===== config.mk =====
export PLATFORM = sky130hd
export DESIGN_NAME = cubic_sm_eval
export DESIGN_NICKNAME = d
export VERILOG_FILES = /design/src/rtl/cubic_sm_eval.sv
export SDC_FILE = /design/constraint.sdc
export NUM_CORES = 1
export LEC_CHECK = 0
export BUFFER_PORTS_ARGS = -buffer_cell sky130_fd_sc_hd__buf_2
export CORE_MARGIN = 2
export CORE_UTILIZATION = 24
export CTS_BUF_LIST = sky130_fd_sc_hd__clkbuf_8 sky130_fd_sc_hd__clkbuf_16
export DETAILED_ROUTE_END_ITERATION = 8
export PLACE_DENSITY = 0.37
export SETUP_SLACK_MARGIN = 0.1
export SYNTH_ARGS = -nofsm -noshare
export SYNTH_HDL_FRONTEND = slang
export SYNTH_SLANG_ARGS = --single-unit
export TNS_END_PERCENT = 5

===== constraint.sdc =====
create_clock -name clk -period 23.7 [get_ports clk]
set_input_delay 5.925 -clock clk [delete_from_list [all_inputs] [get_ports clk]]
set_output_delay 5.925 -clock clk [all_outputs]
set_load 0.01 [all_outputs]

===== src/rtl/cubic_sm_eval.sv =====
module cubic_sm_eval #(
  parameter int XW = 8,
  parameter int YW = 16,
  parameter int NX = 4,
  parameter int NY = 6,
  parameter int CW = 8,
  parameter logic [CW-1:0] C0 = 3,
  parameter logic [CW-1:0] C1 = 3,
  parameter logic [CW-1:0] C2 = 2,
  parameter logic [CW-1:0] C3 = 1,
  parameter bit S0 = 1'b1,
  parameter bit S1 = 1'b0,
  parameter bit S2 = 1'b1,
  parameter bit S3 = 1'b0,
  parameter int F0 = 1,
  parameter int F1 = 2,
  parameter int F2 = 3,
  parameter int F3 = 3
) (
  input  logic          clk,
  input  logic          rst,
  input  logic          in_valid,
  input  logic          in_sign,
  input  logic [XW-1:0] in_mag,
  output logic          out_valid,
  output logic          out_sign,
  output logic [YW-1:0] out_mag
);
  localparam int AW  = CW + 3*XW + NY + 3;
  localparam int SH0 = F0 - NY;
  localparam int SH1 = NX + F1 - NY;
  localparam int SH2 = 2*NX + F2 - NY;
  localparam int SH3 = 3*NX + F3 - NY;
  localparam int R0 = (SH0 > 0) ? SH0 : 0;
  localparam int L0 = (SH0 < 0) ? -SH0 : 0;
  localparam int R1 = (SH1 > 0) ? SH1 : 0;
  localparam int L1 = (SH1 < 0) ? -SH1 : 0;
  localparam int R2 = (SH2 > 0) ? SH2 : 0;
  localparam int L2 = (SH2 < 0) ? -SH2 : 0;
  localparam int R3 = (SH3 > 0) ? SH3 : 0;
  localparam int L3 = (SH3 < 0) ? -SH3 : 0;

  logic [AW-1:0] x1, x2, x3;
  logic [AW-1:0] t0, t1, t2, t3;
  logic signed [AW:0] acc;
  logic [AW:0] amag;
  logic ysign;
  logic [YW-1:0] ymag;

  assign x1 = AW'(in_mag);
  assign x2 = x1 * x1;
  assign x3 = x2 * x1;

  assign t0 = (AW'(C0) >> R0) << L0;
  assign t1 = ((AW'(C1) * x1) >> R1) << L1;
  assign t2 = ((AW'(C2) * x2) >> R2) << L2;
  assign t3 = ((AW'(C3) * x3) >> R3) << L3;

  function automatic logic signed [AW:0] fold(input logic signed [AW:0] a,
                                              input logic [AW-1:0] t,
                                              input logic neg);
    return neg ? a - $signed({1'b0, t}) : a + $signed({1'b0, t});
  endfunction

  always_comb begin
    acc = '0;
    acc = fold(acc, t0, S0);
    acc = fold(acc, t1, S1 ^ in_sign);
    acc = fold(acc, t2, S2);
    acc = fold(acc, t3, S3 ^ in_sign);
  end

  assign ysign = acc[AW];
  assign amag  = ysign ? -acc : acc;
  assign ymag  = (|amag[AW:YW]) ? '1 : amag[YW-1:0];

  always_ff @(posedge clk) begin
    if (rst) begin
      out_valid <= 1'b0;
      out_sign  <= 1'b0;
      out_mag   <= '0;
    end else begin
      out_valid <= in_valid;
      if (in_valid) begin
        out_sign <= ysign;
        out_mag  <= ymag;
      end
    end
  end
endmodule


==> run metrics <==
Initial DRC Count=639; Post-DP HPWL=31300 um; Congestion Overflow GR=0; gp weighted congestion=0.837; Critical Path AT=20.72 ns; first-pass GRT wire length=60400 um; clock latency at the later pin of the worst-skew pair=0.25 ns; Slew @ Worst Pin=0.727 ns; Area growth, synth to finish=6.76%; WP data required=23.84 ns; Final setup viols=0; Vias=10375; sequential share of the synthesized area=0.0315; capturing point of the worst reg2reg path=out_mag[14]; layout cell share with drive strength beyond 1=0.0618; placed cell area=12100 um^2; num rows=79; worst hold path type=reg2reg; GRT Overall Usage=0.151; Slew headroom=0.509; final hold viol count=0; 1st-pass router iterations=5; Hold EP=out_sign; Post-synth ARST share=0; Hold Path Depth=2; largest fanout on the critical path=17; CTS clk-pin slew, worst paths=0.05 ns; hold buffer count at cts=0; Cell Area, Synth=11400 um^2; Min Clock Period, post-route=20.58 ns; Clock Sinks=18; cell count after synthesis=1508; Num CTS Buffers=3; DIE WIDTH=222 um; vias in the first global route=10557; fmax=48.6 MHz; clk buf depth=2; die height=222 um; Antenna Cells=0; CP startpoint kind=input pin; CP max-delay cell=a221oi_1; MaxCap Viol Count=0; antenna violations before repair=0; Seq cells post-synth=18; Main synth FF type=dfxtp_1; clock root cell=clkbuf_16; CP Capture Type=flop; Clock Skew=0 ns; reg2reg path depth=3; Slew Viols, Final=0; reg2reg start=out_mag[14]; core area=46800 um^2; status=complete, no violations; Initial Util=0.245; I/O pins=30; Top Family by Delay on Critical Path=adder cells; crit path buf inv count=8; synth unique cells=98; Final Util=0.261; wire per inst=17.8 um; Final #Nets=1752; path type of the worst setup path=in2reg; Worst Hold Launch=out_sign; Ys Warns=0; Vias per Instance=4.95; CTS tree=done; WL final=37400 um; reg2reg setup slack=23.04 ns; Die ar.=49400 um^2; Post CTS Setup Buffer Count=0; Avg Cell Area, Syn=7.58 um^2; Reg area=360 um^2; Post-synth EDFFs=0; Resize count post-CTS=0; layout filler cell count=5197; Total Neg Setup Slack=0 ns; DRC viols=0; CP peak stage delay=0.59 ns; I/O Buffers=29; Final period util=0.868; ANT nets after route=0; cell area after layout=12200 um^2; Multi-input gate area=10100 um^2; CP most frequent cell=fa_1; RSZ-0062 raised after global routing=no; H-tree Lvls=1; largest net degree at the start of global routing=27
tightest hold or removal path, stage by stage, from the launching register on:
cell and delay (ns):
dfxtp_1 0.33, mux2i_1 0.12, nor2_1 0.05
kinds of logic (layout without fill, tap and decap cells):
| logic type | Yosys count | after routing | share of synthesized area |
|---|---|---|---|
| AOI/OAI and AO/OA | 365 | 365 | 0.223 |
| and+or+nand+nor | 519 | 519 | 0.228 |
| buffers and inverters | 239 | 218 | 0.0823 |
| muxes | 13 | 13 | 0.0118 |
| other | 1 | 2 | 0.000328 |
| xor gates and xnor gates | 102 | 102 | 0.0801 |
| DFF | 18 | 18 | 0.0315 |
| adders and majority gates | 251 | 251 | 0.342 |
synthesized netlist by cell type, types with 5 or more instances:
| library cell | count | area, um^2 |
|---|---|---|
| a211oi_1 | 5 | 37.5 |
| a21boi_0 | 6 | 45.0 |
| a21o_1 | 30 | 225 |
| a21oi_1 | 99 | 495 |
| a31o_2 | 5 | 43.8 |
| a31oi_1 | 8 | 50.1 |
| and2_1 | 66 | 413 |
| and3_1 | 16 | 100 |
| and4_1 | 9 | 78.8 |
| buf_2 | 14 | 70.1 |
| clkbuf_1 | 39 | 146 |
| dfxtp_1 | 18 | 360 |
| fa_1 | 103 | 2060 |
| ha_1 | 148 | 1850 |
| inv_1 | 177 | 664 |
| mux2i_1 | 9 | 90.1 |
| nand2_1 | 122 | 458 |
| nand2b_1 | 11 | 68.8 |
| nand3_1 | 31 | 155 |
| nand4_1 | 20 | 125 |
| nor2_1 | 154 | 578 |
| nor2b_1 | 12 | 75.1 |
| nor3_1 | 20 | 100 |
| nor4_1 | 15 | 93.8 |
| o2111ai_1 | 9 | 78.8 |
| o211ai_1 | 14 | 105 |
| o21a_1 | 9 | 67.6 |
| o21ai_0 | 62 | 310 |
| o21ai_1 | 5 | 25.0 |
| o21bai_1 | 15 | 113 |
| o31a_1 | 18 | 158 |
| o31ai_1 | 6 | 45.0 |
| o41ai_1 | 6 | 52.6 |
| or2_2 | 9 | 56.3 |
| or3_1 | 10 | 62.6 |
| or4_1 | 6 | 45.0 |
| xnor2_1 | 68 | 596 |
| xor2_1 | 31 | 272 |
per-layer routing:
layer / vias to the layer above / track usage / wire length [um]
li1: 5177 / - / -
met1: 4982 / 0.227 / 19700
met2: 196 / 0.247 / 16300
met3: 20 / 0.00397 / 1110
met4: 0 / 0.0155 / 327
met5: - / 0 / 0
layout make-up:
cell class | count | share of cell area
Timing Repair Buffer | 35 | 0.0156
Multi-Input combinational cell | 1252 | 0.830
Clock buffer | 4 | 0.00728
Tap cell | 607 | 0.0622
Sequential cell | 18 | 0.0295
Inverter | 179 | 0.0550
registers in the layout (all words and copies together) (netlist names):
| name | count |
|---|---|
| out_mag | 16 |
| out_sign | 1 |
| out_valid | 1 |
how the worst max path moves through the flow:
stage	from	endpoint	slack, ns	depth (start not counted)
floorplan	in_mag[5]	out_mag[10]	5.08	52
global placement	in_mag[2]	out_mag[2]	2.84	46
detailed placement	in_mag[2]	out_mag[2]	2.80	46
CTS	in_mag[2]	out_mag[2]	3.00	46
global route	in_mag[2]	out_mag[7]	1.91	48
finish	in_mag[2]	out_mag[2]	3.12	46
cells in the final DEF, fill, tap and decap left out, types with 18 or more instances in the layout:
cell type and count:
a21oi_1 99, xnor2_1 68, a21o_1 30, ha_1 148, inv_1 177, o31a_1 18, o21ai_0 62, dfxtp_1 18
nand3_1 31, and2_1 66, xor2_1 31, nand2_1 122, nor2_1 154, fa_1 103, nand4_1 20, nor3_1 20
buf_2 29
stage by stage:
stage | setup slack [ns] | hold slack, ns | instances
floorplan | 5.08 | 0.531 | 1509
global placement | 2.84 | 0.540 | 2091
detailed placement | 2.80 | 0.541 | 2091
CTS | 3.00 | 0.552 | 2095
global route | 1.91 | 0.572 | 2095
finish | 3.12 | 0.543 | 2095
Power is not shown: default switching activity piles up to over one toggle a cycle in this logic, so the estimate is an artifact.
